==> config.mk <==
export PLATFORM = sky130hd
export DESIGN_NAME = ga_sched_core
export DESIGN_NICKNAME = d
export VERILOG_FILES = /design/src/rtl/ga_sched_pkg.sv /design/src/rtl/sched_lfsr.sv /design/src/rtl/sched_rank.sv /design/src/rtl/sched_remap.sv /design/src/rtl/ga_sched_core.sv
export SDC_FILE = /design/constraint.sdc
export NUM_CORES = 1
export LEC_CHECK = 0
export BUFFER_PORTS_ARGS = -buffer_cell sky130_fd_sc_hd__buf_2
export CAP_MARGIN = 20
export CORE_MARGIN = 2
export CORE_UTILIZATION = 40
export DETAILED_ROUTE_END_ITERATION = 10
export GPL_TIMING_DRIVEN = 0
export PLACE_DENSITY_LB_ADDON = 0.25
export SYNTH_ARGS = -nofsm -noshare
export SYNTH_HDL_FRONTEND = slang
export SYNTH_HIERARCHICAL = 1
export SYNTH_SLANG_ARGS = --single-unit
==> constraint.sdc <==
create_clock -name clk -period 13.36 [get_ports clk]
set_input_delay 0.668 -clock clk [delete_from_list [all_inputs] [get_ports clk]]
set_output_delay 0.668 -clock clk [all_outputs]
set_load 0.02 [all_outputs]
==> src/rtl/ga_sched_pkg.sv <==
package ga_sched_pkg;

   typedef enum logic [1:0] {
      PH_INIT  = 2'd0,
      PH_EVOL  = 2'd1,
      PH_FINAL = 2'd2
   } phase_e;

   typedef enum logic [2:0] {
      ST_FILL,
      ST_LAUNCH,
      ST_RUN,
      ST_GEN_END,
      ST_ELITE,
      ST_PICK,
      ST_MUT,
      ST_SWAP
   } step_e;

   localparam logic [15:0] LFSR_TAPS = 16'hB400;

   function automatic logic [15:0] lfsr_advance(input logic [15:0] s);
      return s[0] ? ((s >> 1) ^ LFSR_TAPS) : (s >> 1);
   endfunction

endpackage

==> src/rtl/sched_lfsr.sv <==
module sched_lfsr #(
   parameter logic [15:0] SEED = 16'hACE1
) (
   input  logic        clk,
   input  logic        rst_n,
   output logic [15:0] rnd
);
   import ga_sched_pkg::*;

   if (SEED == 16'h0000) begin : g_bad_seed
      $error("sched_lfsr: SEED must be nonzero");
   end

   always_ff @(posedge clk) begin
      if (!rst_n) rnd <= SEED;
      else        rnd <= lfsr_advance(rnd);
   end
endmodule

==> src/rtl/sched_rank.sv <==
module sched_rank #(
   parameter int POP   = 4,
   parameter int FIT_W = 16,
   localparam int IW   = $clog2(POP)
) (
   input  logic [POP*FIT_W-1:0] fit_flat,
   output logic [IW-1:0]        first_idx,
   output logic [IW-1:0]        second_idx,
   output logic [FIT_W-1:0]     first_fit
);
   logic [FIT_W-1:0] fit [POP];
   logic [FIT_W-1:0] sec_fit;

   for (genvar i = 0; i < POP; i++) begin : g_unpack
      assign fit[i] = fit_flat[i*FIT_W +: FIT_W];
   end

   always_comb begin
      first_idx = '0;
      first_fit = fit[0];
      for (int i = 1; i < POP; i++) begin
         if (fit[i] < first_fit) begin
            first_idx = IW'(i);
            first_fit = fit[i];
         end
      end
      second_idx = (first_idx == '0) ? IW'(1) : '0;
      sec_fit    = fit[second_idx];
      for (int i = 0; i < POP; i++) begin
         if (IW'(i) != first_idx && fit[i] < sec_fit) begin
            second_idx = IW'(i);
            sec_fit    = fit[i];
         end
      end
   end
endmodule

==> src/rtl/sched_remap.sv <==
module sched_remap #(
   parameter int NUM_PROC = 4,
   parameter int PID_W    = 2,
   parameter int CNT_W    = 3,
   parameter int GENES    = 4,
   localparam int GW      = PID_W + CNT_W,
   localparam int CHR_W   = GENES * GW,
   localparam int IDS     = 2 ** PID_W
) (
   input  logic [CHR_W-1:0]    raw,
   input  logic [NUM_PROC-1:0] bad_mask,
   output logic [CHR_W-1:0]    mapped
);
   logic [IDS-1:0] ok;

   for (genvar i = 0; i < IDS; i++) begin : g_ok
      if (i < NUM_PROC) begin : g_real
         assign ok[i] = !bad_mask[i];
      end else begin : g_none
         assign ok[i] = 1'b0;
      end
   end

   for (genvar g = 0; g < GENES; g++) begin : g_gene
      logic [PID_W-1:0] pid, npid, q;
      logic             found;
      always_comb begin
         pid   = raw[g*GW+CNT_W +: PID_W];
         npid  = pid;
         found = ok[pid];
         q     = pid;
         for (int k = 1; k < IDS; k++) begin
            q = pid + PID_W'(k);
            if (!found && ok[q]) begin
               npid  = q;
               found = 1'b1;
            end
         end
      end
      assign mapped[g*GW +: GW] = {npid, raw[g*GW +: CNT_W]};
   end
endmodule

==> src/rtl/ga_sched_core.sv <==
module ga_sched_core #(
   parameter int          NUM_PROC   = 4,
   parameter int          PID_W      = 2,
   parameter int          CNT_W      = 3,
   parameter int          GENES      = 4,
   parameter int          POP        = 4,
   parameter int          FIT_W      = 16,
   parameter int          MUT_RATE   = 2,
   parameter int          STALL_GENS = 3,
   parameter logic [15:0] SEED       = 16'hACE1,
   localparam int GW    = PID_W + CNT_W,
   localparam int CHR_W = GENES * GW
) (
   input  logic                clk,
   input  logic                rst_n,
   input  logic [NUM_PROC-1:0] proc_done,
   input  logic [NUM_PROC-1:0] proc_fault,
   output logic                iter_start,
   output logic [CHR_W-1:0]    chrom_out,
   output logic [1:0]          phase_out,
   output logic [FIT_W-1:0]    best_fit_out
);
   import ga_sched_pkg::*;

   localparam int IW = $clog2(POP);
   localparam int XW = $clog2(CHR_W);
   localparam int SW = $clog2(STALL_GENS + 1);

   if (POP < 4 || (POP & (POP - 1)) != 0) begin : g_chk_pop
      $error("ga_sched_core: POP must be a power of two of at least 4");
   end
   if (4 * IW + XW > 16) begin : g_chk_bits
      $error("ga_sched_core: random word too short for selection fields");
   end
   if (NUM_PROC < 2 || NUM_PROC > 2 ** PID_W) begin : g_chk_pid
      $error("ga_sched_core: NUM_PROC does not fit PID_W");
   end
   if (MUT_RATE < 0 || MUT_RATE > 16 || STALL_GENS < 1 || CNT_W < 1) begin : g_chk_misc
      $error("ga_sched_core: illegal MUT_RATE, STALL_GENS or CNT_W");
   end

   phase_e               phase;
   step_e                step;
   logic [CHR_W-1:0]     pop  [POP];
   logic [CHR_W-1:0]     nxt  [POP];
   logic [FIT_W-1:0]     fit  [POP];
   logic [CHR_W-1:0]     best_chr, work;
   logic [FIT_W-1:0]     best_fit, cnt;
   logic [SW-1:0]        stall;
   logic [IW-1:0]        idx, slot;
   logic [XW-1:0]        bitc;
   logic [NUM_PROC-1:0]  fault_mask, done_seen;
   logic                 fault_pend;
   logic [15:0]          rnd;

   sched_lfsr #(.SEED(SEED)) u_lfsr (.clk(clk), .rst_n(rst_n), .rnd(rnd));

   logic [POP*FIT_W-1:0] fit_flat;
   logic [IW-1:0]        b1, b2;
   logic [FIT_W-1:0]     min_fit;

   for (genvar i = 0; i < POP; i++) begin : g_flat
      assign fit_flat[i*FIT_W +: FIT_W] = fit[i];
   end

   sched_rank #(.POP(POP), .FIT_W(FIT_W)) u_rank (
      .fit_flat(fit_flat), .first_idx(b1), .second_idx(b2), .first_fit(min_fit)
   );

   // Selection, crossover and mutation from the current random word.
   logic [IW-1:0]    ta, tb, tc, td, par1, par2;
   logic [XW-1:0]    cp;
   logic [CHR_W-1:0] xmask, child, mut_word;
   logic [3:0]       mut_nib;
   logic             flip;

   always_comb begin
      ta    = rnd[0*IW +: IW];
      tb    = rnd[1*IW +: IW];
      tc    = rnd[2*IW +: IW];
      td    = rnd[3*IW +: IW];
      par1  = (fit[ta] <= fit[tb]) ? ta : tb;
      par2  = (fit[tc] <= fit[td]) ? tc : td;
      cp    = XW'((32'(rnd[4*IW +: XW]) % (CHR_W - 1)) + 1);
      xmask = ~({CHR_W{1'b1}} << cp);
      child = (pop[par1] & xmask) | (pop[par2] & ~xmask);
      mut_nib  = rnd[3:0] ^ rnd[7:4] ^ rnd[11:8] ^ rnd[15:12];
      flip     = {1'b0, mut_nib} < 5'(MUT_RATE);
      mut_word = work ^ (CHR_W'(flip) << bitc);
   end

   logic all_done, new_fault;
   assign all_done  = &(done_seen | proc_done | fault_mask);
   assign new_fault = |(proc_fault & ~fault_mask);

   always_ff @(posedge clk) begin
      if (!rst_n) begin
         phase      <= PH_INIT;
         step       <= ST_FILL;
         best_chr   <= '0;
         best_fit   <= '1;
         work       <= '0;
         cnt        <= '0;
         stall      <= '0;
         idx        <= '0;
         slot       <= '0;
         bitc       <= '0;
         fault_mask <= '0;
         done_seen  <= '0;
         fault_pend <= 1'b0;
         for (int i = 0; i < POP; i++) begin
            pop[i] <= '0;
            nxt[i] <= '0;
            fit[i] <= '1;
         end
      end else begin
         fault_mask <= fault_mask | proc_fault;
         if (new_fault) fault_pend <= 1'b1;
         unique case (step)
            ST_FILL: begin
               work <= {work[CHR_W-2:0], rnd[15]};
               if (bitc == XW'(CHR_W - 1)) begin
                  pop[idx] <= {work[CHR_W-2:0], rnd[15]};
                  bitc     <= '0;
                  idx      <= (idx == IW'(POP - 1)) ? '0 : idx + 1'b1;
                  if (idx == IW'(POP - 1)) step <= ST_LAUNCH;
               end else begin
                  bitc <= bitc + 1'b1;
               end
            end
            ST_LAUNCH: begin
               cnt       <= FIT_W'(1);
               done_seen <= '0;
               step      <= ST_RUN;
            end
            ST_RUN: begin
               if (all_done) begin
                  if (phase == PH_FINAL) begin
                     if (fault_pend || new_fault) begin
                        phase      <= PH_EVOL;
                        best_fit   <= '1;
                        stall      <= '0;
                        fault_pend <= 1'b0;
                        step       <= ST_ELITE;
                     end else begin
                        step <= ST_LAUNCH;
                     end
                  end else begin
                     fit[idx] <= cnt;
                     if (idx == IW'(POP - 1)) begin
                        step <= ST_GEN_END;
                     end else begin
                        idx  <= idx + 1'b1;
                        step <= ST_LAUNCH;
                     end
                  end
               end else begin
                  done_seen <= done_seen | proc_done;
                  if (cnt != '1) cnt <= cnt + 1'b1;
               end
            end
            ST_GEN_END: begin
               if (min_fit < best_fit) begin
                  best_fit <= min_fit;
                  best_chr <= pop[b1];
                  stall    <= '0;
                  phase    <= PH_EVOL;
                  step     <= ST_ELITE;
               end else if (stall == SW'(STALL_GENS - 1)) begin
                  stall      <= '0;
                  phase      <= PH_FINAL;
                  fault_pend <= new_fault;
                  step       <= ST_LAUNCH;
               end else begin
                  stall <= stall + 1'b1;
                  phase <= PH_EVOL;
                  step  <= ST_ELITE;
               end
            end
            ST_ELITE: begin
               nxt[0] <= pop[b1];
               nxt[1] <= pop[b2];
               slot   <= IW'(2);
               step   <= ST_PICK;
            end
            ST_PICK: begin
               work <= child;
               bitc <= '0;
               step <= ST_MUT;
            end
            ST_MUT: begin
               work <= mut_word;
               if (bitc == XW'(CHR_W - 1)) begin
                  nxt[slot] <= mut_word;
                  bitc      <= '0;
                  slot      <= slot + 1'b1;
                  step      <= (slot == IW'(POP - 1)) ? ST_SWAP : ST_PICK;
               end else begin
                  bitc <= bitc + 1'b1;
               end
            end
            ST_SWAP: begin
               for (int i = 0; i < POP; i++) pop[i] <= nxt[i];
               idx  <= '0;
               step <= ST_LAUNCH;
            end
            default: step <= ST_FILL;
         endcase
      end
   end

   logic [CHR_W-1:0] cur_raw;
   assign cur_raw = (phase == PH_FINAL) ? best_chr : pop[idx];

   sched_remap #(.NUM_PROC(NUM_PROC), .PID_W(PID_W), .CNT_W(CNT_W), .GENES(GENES)) u_remap (
      .raw(cur_raw), .bad_mask(fault_mask), .mapped(chrom_out)
   );

   assign iter_start   = (step == ST_LAUNCH);
   assign phase_out    = phase;
   assign best_fit_out = best_fit;
endmodule

Word level (Yosys, flattened, before mapping)

Memories as Yosys holds them, arrays and structs flattened. A register that Yosys moved wholly into a read port is not among the register bits.
Cells that the tools add are included.

Shift-type cells: 2
Bitwise gates (word level): 22
Equality and inequality tests: 27
Add/sub/neg operators: 18
Reductions and logical operators: 56
Magnitude comparators: 28
Divide/modulo/power cells: 1
Multiplexer cells: 164

Operator list:

| kind                                               | number |
|---|---|
| 2-to-1 mux 16 bit                                  | 16 |
| 2-to-1 mux 20 bit                                  | 9 |
| < comparator 16 bit                                | 8 |
| 2-to-1 mux 2 bit                                   | 47 |
| one-hot mux 16 bit (2 select lines)                | 2 |
| one-hot mux 20 bit (3 select lines)                | 1 |
| 2-to-1 mux 1 bit                                   | 54 |
| < comparator 2 x 3 -> 1 bit, second input constant | 16 |
| bitwise AND 20 bit                                 | 2 |
| inverter 20 bit                                    | 2 |
| OR reduction 20 bit                                | 2 |
| binary-select mux 1 bit (select 2 bit)             | 16 |
| binary-select mux 16 bit (select 2 bit)            | 1 |
| less-or-equal comparator 16 bit                    | 2 |
| modulo 5 x 5 -> 32 bit, second input constant      | 1 |
| 2-to-1 mux 3 bit                                   | 8 |
| one-hot mux 3 bit (8 select lines)                 | 1 |
| != test 2 bit, second input constant               | 11 |
| bitwise OR 20 bit                                  | 1 |
| << shifter 1 x 5 -> 20 bit                         | 1 |
| << shifter 20 x 5 -> 20 bit, first input constant  | 1 |
| bitwise XOR 20 bit                                 | 1 |
| adder 16 x 1 -> 16 bit, second input constant      | 1 |
| adder 2 bit, second input constant                 | 8 |
| 40 further kinds                                   | 106 |

Memories: 3
Register bits: 113
Output and inout bits: 39
RAM bits: 224
Word-level logic and storage cells: 335

Memories:

| name | depth | bits a word | read ports | clocked after Yosys merged registers in | wr ports | line                | text |
|---|---|---|---|---|---|---|---|
| nxt  | 4     | 20          | 4          | 0                                       | 4        | ga_sched_core.sv:45 | `logic [CHR_W-1:0] nxt [POP];` |
| pop  | 4     | 20          | 5          | 1                                       | 4        | ga_sched_core.sv:44 | `logic [CHR_W-1:0] pop [POP];` |
| fit  | 4     | 16          | 8          | 4                                       | 4        | ga_sched_core.sv:46 | `logic [FIT_W-1:0] fit [POP];` |

Longest topological paths before layout

Gate-level depths: netlist of run 1.
An unclocked memory read counts as a cell.

Depth after elaboration: 27
Depth in mapped cells: 66

Hierarchy

Netlist of run 1, hierarchy kept.

Modules (own cells, without submodules):

| module        | area an instance (µm²) | times used | cells each |
|---|---|---|---|
| ga_sched_core | 20,329.5               | 1          | 1,877 |
| sched_rank    | 3,407.0                | 1          | 458 |
| sched_remap   | 456.7                  | 1          | 65 |
| sched_lfsr    | 452.9                  | 1          | 36 |

Worst setup path before layout of run 1

OpenSTA, ideal clock, no wires.

Path type: reg-to-reg
Start point: mem fit[1][14]
End point: mem nxt[1][10] (netlist bit) (data pin)
Arrival time: 14.515 ns
Stages on the path, launching flop included: 63
Path slack: -1.425 ns
Data required time: 13.090 ns
Library setup time: 0.270 ns
Cells stage by stage: edfxtp_1 ha_1 nand4_1 nor3_1 a311oi_2 nand2_1 clkbuf_1 clkbuf_1 a21oi_1 ha_1 a211oi_1 o21bai_1 o211ai_1 nand3_1 nor3_1 clkbuf_1 clkbuf_1 mux2_2 (+27 left out) a21oi_4 buf_6 mux2_4 ha_1 a21o_1 a21o_1 a21o_1 a21o_1 a21o_1 a21o_1 a2111oi_0 o311a_1 o211ai_1 nand2_1 clkbuf_1 mux4_2 nand2_1 o21ai_0

RTL lines:

| item            | line |
|---|---|
| start, declared | ga_sched_core.sv:46 |
| end, declared   | ga_sched_core.sv:45 |

==> results of run 1 <==
==> kinds of logic after synthesis <==
family          Yosys count  share of synthesized area [%]
fa+ha+maj               152                          7.706
compound gates          571                          15.29
simple gates            727                          14.34
buf+inv                 299                          5.442
flops                   339                          36.63
xor+xnor                 49                          1.741
mux                     299                          18.85
==> cells in the mapped netlist (12+ instances only) <==
library cell	number
sky130_fd_sc_hd__nand2b_1	59
sky130_fd_sc_hd__mux2_2	37
sky130_fd_sc_hd__or2_2	39
sky130_fd_sc_hd__a21o_1	25
sky130_fd_sc_hd__edfxtp_1	224
sky130_fd_sc_hd__a22o_1	81
sky130_fd_sc_hd__a211oi_1	15
sky130_fd_sc_hd__inv_1	116
sky130_fd_sc_hd__ha_1	151
sky130_fd_sc_hd__a22oi_1	18
sky130_fd_sc_hd__buf_4	16
sky130_fd_sc_hd__nand4_1	31
sky130_fd_sc_hd__o21ai_1	27
sky130_fd_sc_hd__o21a_1	26
sky130_fd_sc_hd__a31oi_1	14
sky130_fd_sc_hd__a21oi_1	135
sky130_fd_sc_hd__o22ai_1	20
sky130_fd_sc_hd__nor3_1	48
sky130_fd_sc_hd__xnor2_1	34
sky130_fd_sc_hd__o21ai_0	140
sky130_fd_sc_hd__mux4_2	124
sky130_fd_sc_hd__nand2_1	211
sky130_fd_sc_hd__mux2i_1	126
sky130_fd_sc_hd__and2_1	21
sky130_fd_sc_hd__clkbuf_1	123
sky130_fd_sc_hd__nor2_1	203
sky130_fd_sc_hd__buf_2	12
sky130_fd_sc_hd__dfxtp_1	115
sky130_fd_sc_hd__nand3_1	30
sky130_fd_sc_hd__xor2_1	15
==> power by group <==
| part | total [W] | leakage [nW] | switching [W] | internal (W) |
|---|---|---|---|---|
| Sequential | 0.00116 | 3.02 | 0.0000253 | 0.00114 |
| Clock | 0.00108 | 0.613 | 0.000458 | 0.000624 |
| Combinational | 0.000238 | 7.41 | 0.000155 | 0.0000833 |
| Total | 0.00248 | 11.0 | 0.000638 | 0.00185 |
==> worst max-delay path, delay by kind of cell, from the launching register on <==
kind	cells	cell delay (ps)
muxes	4	1320
DFF	1	460
and+or+nand+nor	14	2710
buffers and inverters	23	3370
adders and majority gates	5	1270
AOI/OAI and AO/OA	21	4110
==> stage by stage <==
| step | area (um^2) | setup slack [ps] | utilization [%] | hold slack, ps | setup TNS (ps) |
|---|---|---|---|---|---|
| 2_1_floorplan | 24720 | -20.04 | - | 405.0 | -378.4 |
| 4_1_cts | 28350 | 10.49 | 46.79 | 311.6 | 0 |
| 3_3_place_gp | 25940 | -3377 | 42.81 | 413.1 | -66680 |
| 5_1_grt | 28610 | -469.6 | 47.22 | 335.1 | -8820 |
| 6_report | 28610 | -201.6 | 47.22 | 337.0 | -3419 |
| 3_5_place_dp | 25980 | -3516 | 42.89 | 415.1 | -68950 |
==> cell type report <==
class | instances | area (um^2) | area share, %
repair buffers | 139 | 1013 | 3.542
clock inverters | 22 | 261.5 | 0.9140
flip-flops and latches | 339 | 9029 | 31.56
well taps | 782 | 978.4 | 3.420
multi-input cells | 1798 | 14780 | 51.65
inverters | 120 | 455.4 | 1.592
clock buffers | 48 | 1018 | 3.560
plain buffers | 179 | 1074 | 3.752
diodes | 1 | 2.502 | 0.008747
==> flip-flops by register name, indices dropped and copies added (netlist names), named ones only <==
register / cells
u_lfsr/rnd: 16
best_chr: 20
phase_out: 2
fit: 64
nxt: 80
fault_mask: 4
work: 20
done_seen: 4
idx: 2
bitc: 5
pop: 80
fault_pend: 1
stall: 2
best_fit_out: 16
slot: 2
cnt: 16
step: 3
==> metal layers <==
layer	up-vias	GRT usage [%]
met3	246	4.573
met2	1106	47.30
met1	10610	34.97
li1	9429	-
met4	0	14.64
met5	-	0
==> final timing paths <==
check | slack (ps) | depth (start not counted) | endpoint | from
worst min register to register | 440 | 1 | u_lfsr/rnd[5] | u_lfsr/rnd[6]
worst max-delay path | -200 | 67 | nxt[1][6] | fit[0][6]
worst min-delay path | 340 | 3 | fault_mask[0] | proc_fault[0]
worst max register to register | -200 | 67 | nxt[1][6] | fit[0][6]
==> timing repair <==
action                     4_1_cts  5_1_grt
setup buffers                   65       16
gates cloned                     3        0
setup endpoints to repair       20       20
pin swaps                       50       16
resized for setup              118       26
==> metrics.json, run 1 <==
{
  "layout": {
    "finish.cell_count_without_fillers": 3428,
    "layout_common_cells": "224 x sky130_fd_sc_hd__edfxtp_1, 205 x sky130_fd_sc_hd__nand2_1, 200 x sky130_fd_sc_hd__nor2_1",
    "fillers": 5606,
    "area.growth.synth_to_final_pct": 16.08,
    "nets": 2776,
    "layout_commonest_cell": "sky130_fd_sc_hd__edfxtp_1",
    "drive_above_1_share_pct": 21.44
  },
  "logic_synthesis": {
    "synthesized_instance_count": 2436,
    "post_synth_num_cell_types": 98,
    "synth.ff_latch_count": 339,
    "post_synth_main_area_contributors": "sky130_fd_sc_hd__edfxtp_1 27%, sky130_fd_sc_hd__mux4_2 11%, sky130_fd_sc_hd__dfxtp_1 9.3%",
    "yosys_warnings": 6,
    "synth_top_cell_area_share_pct": 27.29,
    "nets_in_the_synthesized_netlist": 2597,
    "syn-mean-instance-area_um2": 10.12,
    "main_synth_ff_type": "sky130_fd_sc_hd__edfxtp_1",
    "synth.yosys.seq_area_share_pct": 36.63,
    "synth.largest_area_cell": "sky130_fd_sc_hd__edfxtp_1",
    "synth_area_mm2": 0.02465,
    "synth_enable_flop_cells": 224,
    "synthArstFlopShare_pct": 0
  },
  "setup_path": {
    "cpPeakStageDelay_ps": 530,
    "crit_top_cell": "sky130_fd_sc_hd__buf_4",
    "worstSetupStartpointType": "flop",
    "crit_type": "reg -> reg",
    "worst_endpoint_required_time_ps": 13650,
    "timing.critical_path.slowest_stage_cell": "sky130_fd_sc_hd__or4_4",
    "timing.critical_path.to_type": "flop",
    "cp_data_arrival_time_ps": 13850,
    "cp_max_fo": 10
  },
  "drt": {
    "met1Wirelength_um": 34600,
    "antenna_left": 0,
    "first_iter_violations": 2279,
    "totalWireLength_um": 90690,
    "wire_per_inst_um": 26.46,
    "detail_route.drc_violations": 0,
    "route.detailed.vias_per_inst": 6.239,
    "met3_length_um": 7635,
    "met2WireLength_um": 43100,
    "firstDrtPassIters": 6,
    "dr_total_vias": 21390,
    "topRoutingLayerUsed": "met4"
  },
  "floorplanning": {
    "core_area_mm2": 0.06058,
    "die-height_um": 252.2,
    "floorplan.die.width_um": 252.2,
    "fp-row-count": 90,
    "start_util_pct": 40.68,
    "dieArea_mm2": 0.06362,
    "io-pin-count": 49
  },
  "sta": {
    "finalWorstSetupSlack_ps": -201.6,
    "hold_viol": 0,
    "finalWorstPathRequiredPeriod_ps": 13560,
    "slew_limit_headroom_pct": 19.29,
    "measured_slew_at_the_worst_slew_check_pin_ps": 1211,
    "final-max-slew-violation-count": 0,
    "timing.clock.skew_ps": 44.57,
    "layout_worst_path_cycle_share_pct": 101.5,
    "rsz_0062_raised_after_global_routing": "yes",
    "finalSetupViolations": 20,
    "clock.fmax_mhz": 73.74
  },
  "global_routing": {
    "largest_net_degree_at_the_start_of_global_routing": 21,
    "grt_use_total_pct": 28.17,
    "grt_antenna_before_repair": 1,
    "globalRoute.totalOverflow": 0,
    "first_global_vias": 20780,
    "first_pass_grt_wire_length_um": 133700
  },
  "place": {
    "place.detailed.instances": 3269,
    "finalWeightedCongestion": 1.020,
    "post-dp-hpwl_um": 66910,
    "port_buffers": 48
  },
  "run_status": {
    "outcome": "finished, violations left",
    "failed_checks": "negative setup slack"
  },
  "clock_tree": {
    "hold_buffers": 0,
    "cts_sinks": 339,
    "clk_pin_slew_ps": 60,
    "maximum_clock_insertion_buffer_count": 3,
    "clock_tree.htree_level_count": 2,
    "clkLatencyLatePin_ps": 600,
    "cts_buffers": 38,
    "clk_tree_root_cell": "sky130_fd_sc_hd__clkbuf_16",
    "tritoncts_clock_tree": "yes"
  },
  "pwr": {
    "leakagePower_nw": 11.04,
    "ir_drop_worst_vdd_mv": 0.08448,
    "p_total_w": 0.002483,
    "power_density_mw_per_mm2": 86.81
  },
  "run": {
    "count_of_maximum_capacitance_violations": 0
  },
  "hold_path": {
    "hp-class": "in -> reg"
  }
}
Note: power is estimated with default switching activity, not from simulation.
==> inputs of run 2 (changes only) <==
--- a/config.mk
+++ b/config.mk
@@ -5,6 +5,7 @@
 export SDC_FILE = /design/constraint.sdc
 export NUM_CORES = 1
 export LEC_CHECK = 0
+export ABC_AREA = 1
 export BUFFER_PORTS_ARGS = -buffer_cell sky130_fd_sc_hd__buf_2
 export CAP_MARGIN = 20
 export CORE_MARGIN = 2
==> run 2 against run 1 <==
  * The run now ends clean
  * Critical endpoint is now nxt[1][19]
  * Total power is 6.6% higher
  * Non-clock buffer count fell by 42
  * Clock power down 5%
  * Routed wire length grew 3.4%
  * Worst setup slack better by 1100 ps
==> metrics.json, run 2 <==
{
  "drt": {
    "topRoutingLayerUsed": "met5",
    "dr_total_vias": 25890,
    "met2WireLength_um": 38300,
    "firstDrtPassIters": 6,
    "antenna_left": 0,
    "met3_length_um": 10810,
    "wire_per_inst_um": 20.16,
    "first_iter_violations": 3278,
    "route.detailed.vias_per_inst": 5.568,
    "met1Wirelength_um": 41780,
    "detail_route.drc_violations": 0,
    "totalWireLength_um": 93730
  },
  "setup_path": {
    "flop_to_flop_setup_slack_ps": 890,
    "crit_type": "reg -> reg",
    "timing.critical_path.slowest_stage_cell": "sky130_fd_sc_hd__edfxtp_1",
    "worst_endpoint_required_time_ps": 13780,
    "worst_r2r_endpoint": "nxt[1][19]",
    "worstSetupStartpointType": "flop",
    "worstReg2RegStart": "fit[1][15]",
    "cpPeakStageDelay_ps": 550,
    "cp_data_arrival_time_ps": 12890,
    "timing.critical_path.to_type": "flop",
    "path_depth_of_the_worst_reg2reg_path": 60,
    "crit_top_cell": "sky130_fd_sc_hd__o21ai_0",
    "cp_max_fo": 10
  },
  "layout": {
    "layout_common_cells": "765 x sky130_fd_sc_hd__nand2_1, 528 x sky130_fd_sc_hd__o21ai_0, 418 x sky130_fd_sc_hd__nand3_1",
    "multi_input_comb_area_mm2": 0.01422,
    "layout_commonest_cell": "sky130_fd_sc_hd__nand2_1",
    "fillers": 6510,
    "ff_latch_area_mm2": 0.009029,
    "nets": 3935,
    "largest_registers": "nxt x80, pop x80, fit x64",
    "area.growth.synth_to_final_pct": 9.979,
    "antennaDiodeCount": 0,
    "drive_above_1_share_pct": 7.915
  },
  "place": {
    "port_buffers": 48,
    "dpl_worst_slack_ps": 575.5,
    "post-dp-hpwl_um": 77310,
    "finalWeightedCongestion": 1.061
  },
  "logic_synthesis": {
    "post_synth_main_area_contributors": "sky130_fd_sc_hd__edfxtp_1 26%, sky130_fd_sc_hd__nand2_1 11%, sky130_fd_sc_hd__o21ai_0 10%",
    "synth.ff_latch_count": 339,
    "synth_top_family_by_area": "simple AND/OR/NAND/NOR gates",
    "yosys_warnings": 6,
    "synth.most_common_cell": "sky130_fd_sc_hd__nand2_1",
    "synth_compound_area_share_pct": 19.36,
    "synth.yosys.seq_area_share_pct": 35.23,
    "synthArstFlopShare_pct": 0,
    "synthesized_instance_count": 3685,
    "main_synth_ff_type": "sky130_fd_sc_hd__edfxtp_1",
    "post_synth_num_cell_types": 53,
    "synth.largest_area_cell": "sky130_fd_sc_hd__edfxtp_1",
    "post_synth_fa_ha_maj_area_fraction_pct": 7.411,
    "syn-mean-instance-area_um2": 6.955,
    "yosys.area_share.simple_pct": 27.84,
    "area_share_of_xor_xnor_cells_in_the_synthesized_design_pct": 0.8446,
    "synth_enable_flop_cells": 224,
    "nets_in_the_synthesized_netlist": 3846,
    "synth_top_cell_area_share_pct": 26.25,
    "muxShareOfSynthArea_pct": 0,
    "synth_area_mm2": 0.02563,
    "ys_top_cells_by_count": "765 x sky130_fd_sc_hd__nand2_1, 530 x sky130_fd_sc_hd__o21ai_0, 418 x sky130_fd_sc_hd__nand3_1"
  },
  "sta": {
    "slew_limit_headroom_pct": 25.59,
    "hold_viol": 0,
    "rsz_0062_raised_after_global_routing": "no",
    "finalWorstSetupSlack_ps": 893.1,
    "finalSetupViolations": 0,
    "timing.clock.skew_ps": 41.29,
    "final-max-slew-violation-count": 0,
    "layout_worst_path_cycle_share_pct": 93.31,
    "fin_tns_setup_ps": 0,
    "clock.fmax_mhz": 80.21,
    "measured_slew_at_the_worst_slew_check_pin_ps": 1116,
    "finalWorstPathRequiredPeriod_ps": 12470
  },
  "floorplanning": {
    "floorplan.die.width_um": 257.1,
    "io-pin-count": 49,
    "die-height_um": 257.1,
    "dieArea_mm2": 0.06611,
    "fp-row-count": 92,
    "core_area_mm2": 0.06320,
    "start_util_pct": 40.55
  },
  "clock_tree": {
    "cts_buffers": 37,
    "clkLatencyLatePin_ps": 590,
    "post_cts.repair.setup_buffers": 0,
    "clock_tree.htree_level_count": 2,
    "maximum_clock_insertion_buffer_count": 3,
    "clk_tree_root_cell": "sky130_fd_sc_hd__clkbuf_16",
    "cts_sinks": 339,
    "clk_pin_slew_ps": 60,
    "tritoncts_clock_tree": "yes"
  },
  "run": {
    "count_of_maximum_capacitance_violations": 0
  },
  "global_routing": {
    "grt_antenna_before_repair": 2,
    "largest_net_degree_at_the_start_of_global_routing": 21,
    "grt_use_total_pct": 27.69,
    "first_pass_grt_wire_length_um": 141400,
    "first_global_vias": 23180,
    "globalRoute.totalOverflow": 0
  },
  "pwr": {
    "leakagePower_nw": 11.60,
    "power_density_mw_per_mm2": 93.88,
    "ir_drop_worst_vdd_mv": 0.09054
  },
  "hold_path": {
    "startpoint_of_the_tightest_hold_check_path": "proc_fault[2]",
    "hold-path-endpoint": "fault_mask[2]",
    "hp-class": "in -> reg",
    "worstHoldPathCells": 3
  },
  "run_status": {
    "outcome": "complete, no violations"
  }
}
-- run 2: changes by cell type after synthesis, moves of 81 or more --
cell                      previous run  this run
sky130_fd_sc_hd__nand3_1            30       418
sky130_fd_sc_hd__nand2_1           211       765
sky130_fd_sc_hd__mux4_2            124         0
sky130_fd_sc_hd__nor2_1            203       314
sky130_fd_sc_hd__a21oi_1           135       272
sky130_fd_sc_hd__a22o_1             81         0
sky130_fd_sc_hd__inv_1             116       334
sky130_fd_sc_hd__o21ai_0           140       530
sky130_fd_sc_hd__mux2i_1           126         0
-- run 2: layout make-up --
cell class              count  share of cell area, %
repair buffers             51                 0.9322
plain buffers             225                  3.671
clock inverters            22                 0.8523
flip-flops and latches    339                  32.03
well taps                 846                  3.756
multi-input cells        2759                  50.46
clock buffers              46                  3.480
inverters                 361                  4.816
-- run 2: kinds of logic (layout without fill, tap and decap cells) --
kind of cell	Yosys count	in the layout
buf+inv	587	705
xor+xnor	23	23
fa+ha+maj	152	152
compound gates	941	941
simple gates	1643	1643
flops	339	339
-- run 2: worst max path at each step --
stage,startpoint,to,slack [ps],cells after the start
4_1_cts,fit[1][15],nxt[1][3],540,61
3_3_place_gp,fit[1][15],nxt[1][0],540,61
6_report,fit[1][15],nxt[1][19],890,60
5_1_grt,fit[0][15],nxt[1][19],20,64
2_1_floorplan,fit[1][11],nxt[1][3],3650,64
3_5_place_dp,fit[1][15],nxt[1][3],580,61
-- run 2: power breakdown --
part           internal (W)  switching [W]  total (W)
sequential          0.00114      0.0000221    0.00116
clock              0.000588       0.000446    0.00103
combinational      0.000132       0.000319   0.000451
total               0.00186       0.000787    0.00265
-- run 2: what timing repair did --
item,CTS,global route
hold buffers,0,0
gates resized for setup,0,15
endpoints found under the setup margin,0,20
-- run 2: metal layers --
| layer | up-vias | global-route usage (%) |
|---|---|---|
| met5 | - | 0 |
| met1 | 11760 | 40.85 |
| met4 | 2 | 8.737 |
| met3 | 143 | 5.191 |
| met2 | 1276 | 40.54 |
| li1 | 12700 | - |
-- run 2: critical path, delay by kind of cell, from the launching register on --
kind	cells	cell delay, ps
AO/OA/AOI/OAI	27	4930
AND/OR/NAND/NOR	19	2600
adder cells (fa/ha/maj)	6	1910
flip-flops	1	550
buffers and inverters	8	2310
-- run 2: stage by stage --
step	util [%]	area [um^2]	hold slack [ps]	instances	power, W
2_1_floorplan	-	25630	398.0	3685	0.001484
3_3_place_gp	42.61	26930	410.0	4579	0.001618
3_5_place_dp	42.65	26950	413.1	4582	0.001619
4_1_cts	44.59	28180	303.6	4650	0.002647
5_1_grt	44.60	28190	343.3	4649	0.002741
6_report	44.60	28190	316.1	4649	0.002646
